File: src/rtl/cdr_lock_monitor.sv
module cdr_lock_monitor #(
  parameter int WIN_TICKS  = 8192,
  parameter int ACQ_TICKS  = 256,
  parameter int ACQ_TOL    = 1,
  parameter int LOSE_OVER  = 4,
  parameter int REGAIN_MAX = 3,
  parameter int RUN_LIMIT  = 128
) (
  input  logic clk,
  input  logic rst_n,
  input  logic ref_tick,
  input  logic rec_tick,
  input  logic data_edge,
  output logic lock_n,
  output logic track_ref
);
  localparam int CW = $clog2(2 * WIN_TICKS) + 1;
  localparam int RW = $clog2(RUN_LIMIT + 1);

  typedef enum logic [1:0] {ST_ACQ, ST_DATA, ST_REF} st_t;

  st_t          st;
  logic         armed;
  logic [CW-1:0] ref_cnt, rec_cnt;
  logic [RW-1:0] run_cnt;

  wire          counting  = armed | data_edge | (st != ST_ACQ);
  wire [CW-1:0] win_len   = (st == ST_ACQ) ? CW'(ACQ_TICKS) : CW'(WIN_TICKS);
  wire          win_end   = counting & ref_tick & (ref_cnt == win_len - CW'(1));
  wire [CW-1:0] rec_total = rec_cnt + CW'(rec_tick);
  wire [CW-1:0] diff      = (rec_total >= win_len) ? rec_total - win_len
                                                   : win_len - rec_total;
  wire          run_hit   = (st == ST_DATA) & rec_tick & ~data_edge &
                            (run_cnt == RW'(RUN_LIMIT - 1));

  always_ff @(posedge clk) begin
    if (!rst_n) begin
      st      <= ST_ACQ;
      armed   <= 1'b0;
      ref_cnt <= '0;
      rec_cnt <= '0;
    end else begin
      if (data_edge) armed <= 1'b1;
      if (run_hit) begin
        st      <= ST_REF;
        ref_cnt <= '0;
        rec_cnt <= '0;
      end else if (win_end) begin
        ref_cnt <= '0;
        rec_cnt <= '0;
        case (st)
          ST_ACQ:  if (diff <= CW'(ACQ_TOL))    st <= ST_DATA;
          ST_DATA: if (diff >  CW'(LOSE_OVER))  st <= ST_REF;
          ST_REF:  if (diff <= CW'(REGAIN_MAX)) st <= ST_DATA;
          default: st <= ST_ACQ;
        endcase
      end else if (counting) begin
        ref_cnt <= ref_cnt + CW'(ref_tick);
        if (rec_tick && rec_cnt != '1) rec_cnt <= rec_cnt + CW'(1);
      end
    end
  end

  always_ff @(posedge clk) begin
    if (!rst_n || st != ST_DATA || data_edge) run_cnt <= '0;
    else if (rec_tick)                        run_cnt <= run_cnt + RW'(1);
  end

  assign lock_n    = (st != ST_DATA);
  assign track_ref = lock_n;
endmodule


File: config.mk
export PLATFORM = sky130hd
export DESIGN_NAME = cdr_lock_monitor
export DESIGN_NICKNAME = d
export VERILOG_FILES = /design/src/rtl/cdr_lock_monitor.sv
export SDC_FILE = /design/constraint.sdc
export NUM_CORES = 1
export LEC_CHECK = 0
export ABC_AREA = 1
export BUFFER_PORTS_ARGS = -buffer_cell sky130_fd_sc_hd__clkbuf_2
export CAP_MARGIN = 20
export CORE_MARGIN = 1
export CORE_UTILIZATION = 54
export DETAILED_ROUTE_END_ITERATION = 7
export PLACE_DENSITY = 0.76
export SYNTH_ARGS = -nofsm -noshare
export SYNTH_HDL_FRONTEND = slang
export SYNTH_SLANG_ARGS = --single-unit
File: constraint.sdc
create_clock -name clk -period 3.6 [get_ports clk]
set_input_delay 0.18 -clock clk [delete_from_list [all_inputs] [get_ports clk]]
set_output_delay 0.18 -clock clk [all_outputs]
set_load 0.1 [all_outputs]
[Word-level counts from Yosys, hierarchy flattened]
Index checks and enable logic that the tools add are counted.
Storage, ports and cells
  register bits after elaboration: 41
  bits of input ports: 5
  output and inout port bits: 2
  logic and storage cells: 58
Operators by class
  reductions and logical operators: 12
  muxes and demuxes: 8
  bitwise operators: 9
  $add $sub $neg: 7
  eq/ne operators: 12
  magnitude comparators: 4
Operators with widths (count)
  15-bit by 1-bit adder with 15-bit output: 2
  15-bit by 1-bit adder with 15-bit output, second input constant: 1
  15-bit == test: 1
  15-bit by 14-bit greater-or-equal comparator with 1-bit output: 1
  15-bit by 3-bit > comparator with 1-bit output, second input constant: 1
  15-bit by 1-bit less-or-equal comparator with 1-bit output, second input constant: 1
  15-bit by 2-bit less-or-equal comparator with 1-bit output, second input constant: 1
  15-bit two-way mux: 1
  15-bit != test, second input constant: 1
  14-bit by 1-bit subtractor with 15-bit output, second input constant: 1
  14-bit by 15-bit subtractor with 15-bit output: 1
  15-bit by 14-bit subtractor with 15-bit output: 1
  14-bit two-way mux: 1
  2-bit two-way mux: 5
  8-bit by 1-bit adder with 8-bit output, second input constant: 1
  8-bit by 7-bit == test with 1-bit output, second input constant: 1
  4-bit AND reduction: 2
  2-bit by 1-bit != test with 1-bit output, second input constant: 3
  3-bit by 2-bit != test with 1-bit output, second input constant: 2
  2-bit one-hot mux with 3 select lines: 1
  1-bit AND: 5
  2-bit nonzero test: 2
  3-bit != test, second input constant: 1
  3-bit OR reduction: 1
  other kinds (11): 14

[Logic depth before layout (Yosys ltp)]
Gate-level depths: netlist of the first run.
  depth after elaboration: 9
  mapped depth: 25
  gate-level depth less buffers: 25

[Worst setup path after synthesis of the first run]
No wires, ideal clock.
  path kind: reg2reg
  start: register rec_cnt[0]
  end: register st[0]
  required time: 3485 ps
  arrival: 2919 ps
  cell stages (with the launch flop): 22
  clock period less this slack: 3034 ps
  setup time: 115 ps
  path buffers: 1
  setup slack: 566 ps
  cells stage by stage: dfxtp_1 -> ha_1 -> ha_1 -> nand2_1 -> nor2_1 -> nand2_1 -> xor2_1 -> ha_1 -> nand3_1 -> nor2_2 -> nand3_2 -> nand3_2 -> buf_6 -> nand2_1 -> o21ai_1 -> nand2_1 -> nor2_2 -> nand3_2 -> a21oi_2 -> nand2_1 -> a21oi_1 -> nor2_1
Between the ends
  word-level cells in the longest chain between the ends: 6
  elaborated cells between the ends (all ways): 12
  classes of those cells: add/sub (3); order compare (4); eq/ne (3); mux (1); reduce/logical (1)
RTL lines
  from (decl): RTL line 24  | logic [CW-1:0] ref_cnt, rec_cnt;
  from (signal assigned): RTL line 59  | if (rec_tick && rec_cnt != '1) rec_cnt <= rec_cnt + CW'(1);
  15-bit by 1-bit adder with 15-bit output *: RTL line 30  | wire [CW-1:0] rec_total = rec_cnt + CW'(rec_tick);
  14-bit by 15-bit subtractor with 15-bit output (tied with other cells): RTL line 32  | : win_len - rec_total;
  15-bit two-way mux *: RTL line 31  | wire [CW-1:0] diff = (rec_total >= win_len) ? rec_total - win_len
  15-bit by 2-bit less-or-equal comparator with 1-bit output (tied with other cells): RTL line 54  | ST_REF: if (diff <= CW'(REGAIN_MAX)) st <= ST_DATA;
  2-bit != test (no line) or 2-bit by 1-bit != test with 1-bit output (tied branches)
  4-bit AND reduction (no line) *
  to (signal assigned): RTL line 53  | ST_DATA: if (diff > CW'(LOSE_OVER)) st <= ST_REF;
  to (signal assigned): RTL line 54
  to (signal assigned): RTL line 55  | default: st <= ST_ACQ;
  to (decl): RTL line 22  | st_t st;
Mark *: on every way between the ends. The rest lies on a longest branch, timed or not.
A chain may end at the register's enable or synchronous reset.

[Final worst setup path of the first run]
  start: register rec_cnt[0]
  end: register st[1]
Between the ends
  word-level cells in the longest chain between the ends: 6
  elaborated cells between the ends (all ways): 12
  classes of those cells: add/sub (3); order compare (4); eq/ne (3); mux (1); reduce/logical (1)
RTL lines (RTL line)
  15-bit by 1-bit adder with 15-bit output *: 30
  14-bit by 15-bit subtractor with 15-bit output (tied with other cells): 32
  15-bit two-way mux *: 31
  15-bit by 2-bit less-or-equal comparator with 1-bit output (tied with other cells): 54
  3-bit != test (no line) or 3-bit by 2-bit != test with 1-bit output (tied branches)
  4-bit AND reduction (no line) *
Marks and branches as above.

==> results of run 1 <==
## flip-flops by register name, summed over array words and instances, names as in the netlist
signal / cells
run_cnt: 8
ref_cnt: 15
rec_cnt: 15
armed: 1
st: 2
## worst register-to-register path, stage by stage (launching register included)
cell and delay [ns]:
dfxtp_2 0.37, ha_2 0.21, ha_2 0.22, nand2_1 0.12
nor2_4 0.15, nand2_1 0.08, xor2_1 0.15, ha_1 0.23
inv_1 0.10, nor2_4 0.13, nand2_1 0.14, nand3_4 0.13
nand2_2 0.12, nor2_4 0.17, nand2_1 0.07, nand2_1 0.06
nand3_1 0.07, nor2_2 0.12, nand3_2 0.10, a21oi_2 0.14
nand2_1 0.09, nand2_1 0.06, nand2_1 0.06, a21oi_2 0.11
## power by group
part | internal, mW | switching (mW)
Clock | 0.140 | 0.186
Combinational | 0.0394 | 0.0707
Sequential | 0.458 | 0.00431
## synth_stat cells (all sizes together)
cell type	instances	share of area, %
nand3	41	7.8
nor2	83	12
o221a	1	0.35
clkbuf	2	0.24
a21oi	30	5.3
nand3b	1	0.24
a31oi	2	0.39
xor2	10	2.8
xnor2	3	0.83
nand2	149	18
nor3	18	2.8
o21a	2	0.47
and3	1	0.20
o21ai	20	3.2
o2111ai	1	0.28
a211oi	1	0.24
buf	3	0.71
o21bai	1	0.24
dfxtp	41	26
ha	11	4.3
nand4	14	2.8
nor3b	6	1.4
inv	73	8.6
nor4	4	0.79
## metal layers
layer,share of wire (%),wire length [um],global-route usage [%]
met5,0,0,0
met1,45,3408,32.86
met3,5.5,412,5.172
met2,46,3475,46.96
met4,3.0,225,11.67
## layout make-up
class	count	area (um2)
tap	72	90.09
sequential	41	823.3
multi-input combinational	399	2074
inverter	73	274.0
clock buffer	5	68.82
timing repair buffer	12	75.07
fill	566	2143
clock inverter	3	25.02
## worst paths after layout
| kind | start | end | slack, ns | depth (start not counted) |
|---|---|---|---|---|
| setup / recovery | rec_cnt[0] | st[1] | 0.33 | 23 |
| hold / removal | data_edge | armed | 0.12 | 3 |
| setup reg to reg | rec_cnt[0] | st[1] | 0.33 | 23 |
| hold reg to reg | armed | armed | 0.47 | 2 |
## what timing repair did
action / in CTS / in global routing
hold buffers: 0 / 0
endpoints found under the setup margin: 0 / 2
resized for setup: 0 / 9
endpoints found under the hold margin: 0 / 0
## logic make-up after synthesis
group / count (synthesis) / share of synthesized area, %
flip-flops: 41 / 25.84
XOR/XNOR: 13 / 3.584
buffers and inverters: 78 / 9.571
adder cells (fa/ha/maj): 11 / 4.332
AND/OR/NAND/NOR: 317 / 46.24
AO/OA/AOI/OAI: 58 / 10.44
## metrics by stage
step / TNS (ns) / utilization, % / total power [mW] / instance area, um2
final: 0 / 61.55 / 0.8983 / 3431
after global routing: -0.01213 / 61.55 / 0.9463 / 3431
after floorplan: 0 / - / 0.5545 / 3177
after detailed placement: 0 / 59.42 / 0.5804 / 3312
after global placement: 0 / 59.42 / 0.5791 / 3312
after CTS: 0 / 61.10 / 0.9057 / 3406
==> reports/metrics.yaml, run 1 <==
status: "finished, final reports clean"
cap_violations: 0
cp-start-kind: "flip-flop"
leakagePower_nw: 1.511
core_um2: 5574
drt_iter0_markers: 257
area_growth_pct: 7.995
min_path_type: "input pin to flip-flop"
min_period_ns: 3.269
powerDensity_nw_per_um2: 261.8
finalCritPeriodShare_pct: 90.81
clk_latency_ns: 0.30
final_common_cell: "nand2_1"
cp-end-kind: "flip-flop"
layoutNonFillerInstCount: 605
syn_inst: 518
cts-buffers-inserted: 5
cts-root-buf: "clkbuf_8"
std_cell_rows: 27
clock-skew-final_ns: 0.01505
die_h_um: 78.70
cp_max_fo: 7
criticalPathCategory: "flip-flop to flip-flop"
cts_tree: "done"
first_pass_iters: 4
initial_core_util_pct: 56.99
postCtsSetupRepairBufs: 0
max-vdd-ir-drop_mv: 0.2793
avgSynthCellArea_um2: 6.133
avgViaCountPerCell: 5.453
cts.reportedPaths.clkPinSlew_ns: 0.09
drv_slew: 0
clock-sinks: 41
grt_pass1_wl_um: 13440
path_cells: "ha_2 -> ha_2 -> nand2_1 -> nor2_4 -> nand2_1 -> xor2_1 -> ha_1 -> inv_1 -> nor2_4 -> nand2_1 -> nand3_4 -> nand2_2 -> nor2_4 -> nand2_1 -> nand2_1 -> nand3_1 -> nor2_2 -> nand3_2 -> a21oi_2 -> nand2_1 -> nand2_1 -> nand2_1 -> a21oi_2"
max_slew_margin_pct: 54.34
gp_congestion: 0.9309
yosysWarningCount: 0
setup_ws_ns: 0.3308
ys_types: 36
postRouteAntennaNets: 0
final_cell_mix: "nand2_1, inv_1, nor2_1"
cp_data_arrival_time_ns: 3.51
grt_pass1_vias: 3136
dp_slack_ns: 0.1565
critPathRequiredTime_ns: 3.84
hpwl_um: 5937
io_pins: 7
critPathSlowestCell: "dfxtp_2"
cts.path.max_buffers: 2
htree_levels: 2
cp_top_family: "simple AND/OR/NAND/NOR gates"
post-route-drc-count: 0
timing.fmax_ghz: 0.3059
final_nets: 548
vias: 3299
max_stage_delay_ns: 0.37
path_common_cell: "nand2_1"
synth_area_um2: 3177
drive_above_1_share_pct: 11.07
setup_viol: 0
grt_start_max_net_pins: 21
yosysSeqAreaShare_pct: 25.84
track_usage_pct: 27.25
worst_pin_slew_ns: 0.6841
finalHoldViolCount: 0
timing.hold.ws_ns: 0.1161
gr-total-overflow: 0
antenna_found_initial: 0
ys_ff_latch: 41
wl_per_cell_um: 12.43
routed_wl_um: 7521
synth_nets: 534
io_buffers: 6
dp.cells: 597
crit_buf_inv: 1
num_antenna_cells: 0
fp.dieW_um: 78.70
die_area_um2: 6194
No activity file was read; power rests on OpenSTA's default activity.
==> inputs of run 2 (changes only) <==
CORE_UTILIZATION = 62   (was 54)
PLACE_DENSITY = 0.85   (was 0.76)
==> run 2 against run 1 <==
Count of clock-buffer cells in the layout increased by 1. Non-clock buffer count decreased by 3. First-iteration DRC count fell by 7.0%. Core utilization increased by 9.0 points. Worst hold slack gained 0.018 ns. Clock skew shrank 0.0073 ns. Global-route usage up 4.6 points. Setup slack worse by 0.030 ns. Wire length grew 3.9%. Die area decreased by 13%. Flip-flop and latch count stayed put. Combinational power is essentially flat. Highest routed layer unchanged.
==> reports/metrics.yaml, run 2 (synthesis gave the netlist of run 1 again) <==
drt_iter0_markers: 239  # -7.0%
pwr-share-seq_pct: 52.6  # +1.1 points
powerDensity_nw_per_um2: 258.7  # -1.2%
cp-end-kind: "flip-flop"
grt_pass1_wl_um: 13300  # -1.0%
final_common_cell: "nand2_1"
cts_resized: 0  # unchanged
finalCritPeriodShare_pct: 91.65  # +0.84 points
track_usage_pct: 31.82  # +4.6 points
fin_util_pct: 70.52  # +9.0 points
core_um2: 4817  # -14%
io_pins: 7  # unchanged
post-route-drc-count: 0  # unchanged
num_antenna_cells: 0  # unchanged
finalSetupTns_ns: 0  # unchanged
top_regs: "rec_cnt x15, ref_cnt x15, run_cnt x8"
fp.dieW_um: 73.58  # -6.5%
htree_levels: 2  # unchanged
clock-sinks: 41  # unchanged
wl_per_cell_um: 13.09  # +5.3%
area_growth_pct: 6.932
min_period_ns: 3.299  # +0.03012 ns
critPathRequiredTime_ns: 3.79  # -0.05 ns
max_slew_margin_pct: 57.05  # +2.7 points
path_common_cell: "nand2_1"
postCtsSetupRepairBufs: 0  # unchanged
cap_violations: 0  # unchanged
cts.path.max_buffers: 2  # unchanged
netSwitchingPower_mw: 0.2452  # -6.0%
clk_latency_ns: 0.30  # about the same
setup_ws_ns: 0.3007  # -0.03012 ns
criticalPathCategory: "flip-flop to flip-flop"
swShare_pct: 27.91  # -1.1 points
postRouteAntennaNets: 0  # unchanged
setup_viol: 0  # unchanged
hpwl_um: 5998  # +1.0%
routed_wl_um: 7817  # +3.9%
io_buffers: 6  # unchanged
vias: 3322  # +0.70%
internal_power_mw: 0.6335  # -0.63%
status: "finished, final reports clean"
worst_pin_slew_ns: 0.6435  # -0.04055 ns
layoutNonFillerInstCount: 597  # -1.3%
die_area_um2: 5414  # -13%
cp-start-kind: "flip-flop"
final_cell_mix: "nand2_1, inv_1, nor2_1"
drv_slew: 0  # unchanged
min_path_type: "input pin to flip-flop"
cp_data_arrival_time_ns: 3.49  # -0.02 ns
grt_pass1_vias: 3077  # -1.9%
pwr-share-comb_pct: 12.5  # +0.2 points
timing.fmax_ghz: 0.3031  # -0.91%
max-vdd-ir-drop_mv: 0.3687  # +32%
antenna_found_initial: 0  # unchanged
final_nets: 545  # -0.55%
power_frac_clock_pct: 34.9  # -1.4 points
cts-buffers-inserted: 5  # unchanged
cp_max_fo: 12  # +5
grt_start_max_net_pins: 21  # unchanged
power_mw: 0.8787  # -2.2%
cts_tree: "done"
initial_core_util_pct: 65.95  # +9.0 points
drive_above_1_share_pct: 10.75  # -0.31 points
ctsHoldBuffers: 0  # unchanged
first_pass_iters: 5  # +1
max_stage_delay_ns: 0.37  # about the same
avgViaCountPerCell: 5.564  # +2.0%
clock-skew-final_ns: 0.007752  # -0.007295 ns
cts-root-buf: "clkbuf_8"
std_cell_rows: 25  # -7.4%
critPathSlowestCell: "dfxtp_2"
dp_slack_ns: 0.1861  # +0.02966 ns
die_h_um: 73.58  # -6.5%
n_fill_cell: 452  # -20%
leakagePower_nw: 1.485  # -1.7%
dp.cells: 589  # -1.3%
gr-total-overflow: 0  # unchanged
cts.reportedPaths.clkPinSlew_ns: 0.09  # about the same
rsz0062_at_grt: "no"
finalHoldViolCount: 0  # unchanged
path_cells: "ha_2 -> ha_2 -> nand2_1 -> nor2_4 -> nand2_1 -> xor2_1 -> ha_2 -> nand3_1 -> nor2_2 -> nand3_2 -> nand3_2 -> nand2_1 -> nand2_1 -> nand3_1 -> nor2_2 -> nand3_2 -> a21oi_2 -> nand2_1 -> a21oi_1 -> nor2_1"
gp_congestion: 1.002  # +7.6%
run 2: worst max-delay path: cells and delay by family (launching register included):
family / cells / cell delay (ns)
AND/OR/NAND/NOR: 14 / 1.57
adder cells (fa/ha/maj): 3 / 0.78
flip-flops: 1 / 0.37
AO/OA/AOI/OAI: 2 / 0.31
XOR/XNOR: 1 / 0.15
run 2: power groups by stage:
stage               sequential, mW  clock, mW  combinational [mW]
floorplan                    0.472          0              0.0828
global placement             0.472          0               0.104
detailed placement           0.473          0               0.106
CTS                          0.462      0.310               0.108
global route                 0.464      0.326               0.128
finish                       0.463      0.307               0.109
run 2: through the flow:
step / hold WS (ns) / cell area (um2)
after floorplan: 0.3056 / 3177
after global placement: 0.4323 / 3283
after detailed placement: 0.4344 / 3283
after CTS: 0.1318 / 3371
after global routing: 0.1490 / 3397
final: 0.1337 / 3397
run 2: path summary, 6_finish.rpt:
path / cells after the start / startpoint / slack, ns / end
worst max register to register: 20 / rec_cnt[0] / 0.30 / st[0]
worst max-delay path: 20 / rec_cnt[0] / 0.30 / st[0]
worst min register to register: 2 / armed / 0.47 / armed
worst min-delay path: 3 / data_edge / 0.13 / armed
run 2: metal layers:
layer  GRT usage (%)  wire length (um)  vias up
met5               0                 0        -
met4           14.32               193        0
met3           5.075               302       23
met2           56.37              3904       87
met1           37.53              3417     1523
li1                -                 -     1689
run 2: cell type report:
type | instances | area (um2) | area share (%)
Inverter | 73 | 274.0 | 8.066
Timing Repair Buffer | 9 | 52.55 | 1.547
Sequential cell | 41 | 822.0 | 24.20
Multi-Input combinational cell | 399 | 2077 | 61.14
Clock inverter | 2 | 15.01 | 0.4420
Clock buffer | 6 | 72.57 | 2.136
Tap cell | 67 | 83.83 | 2.468
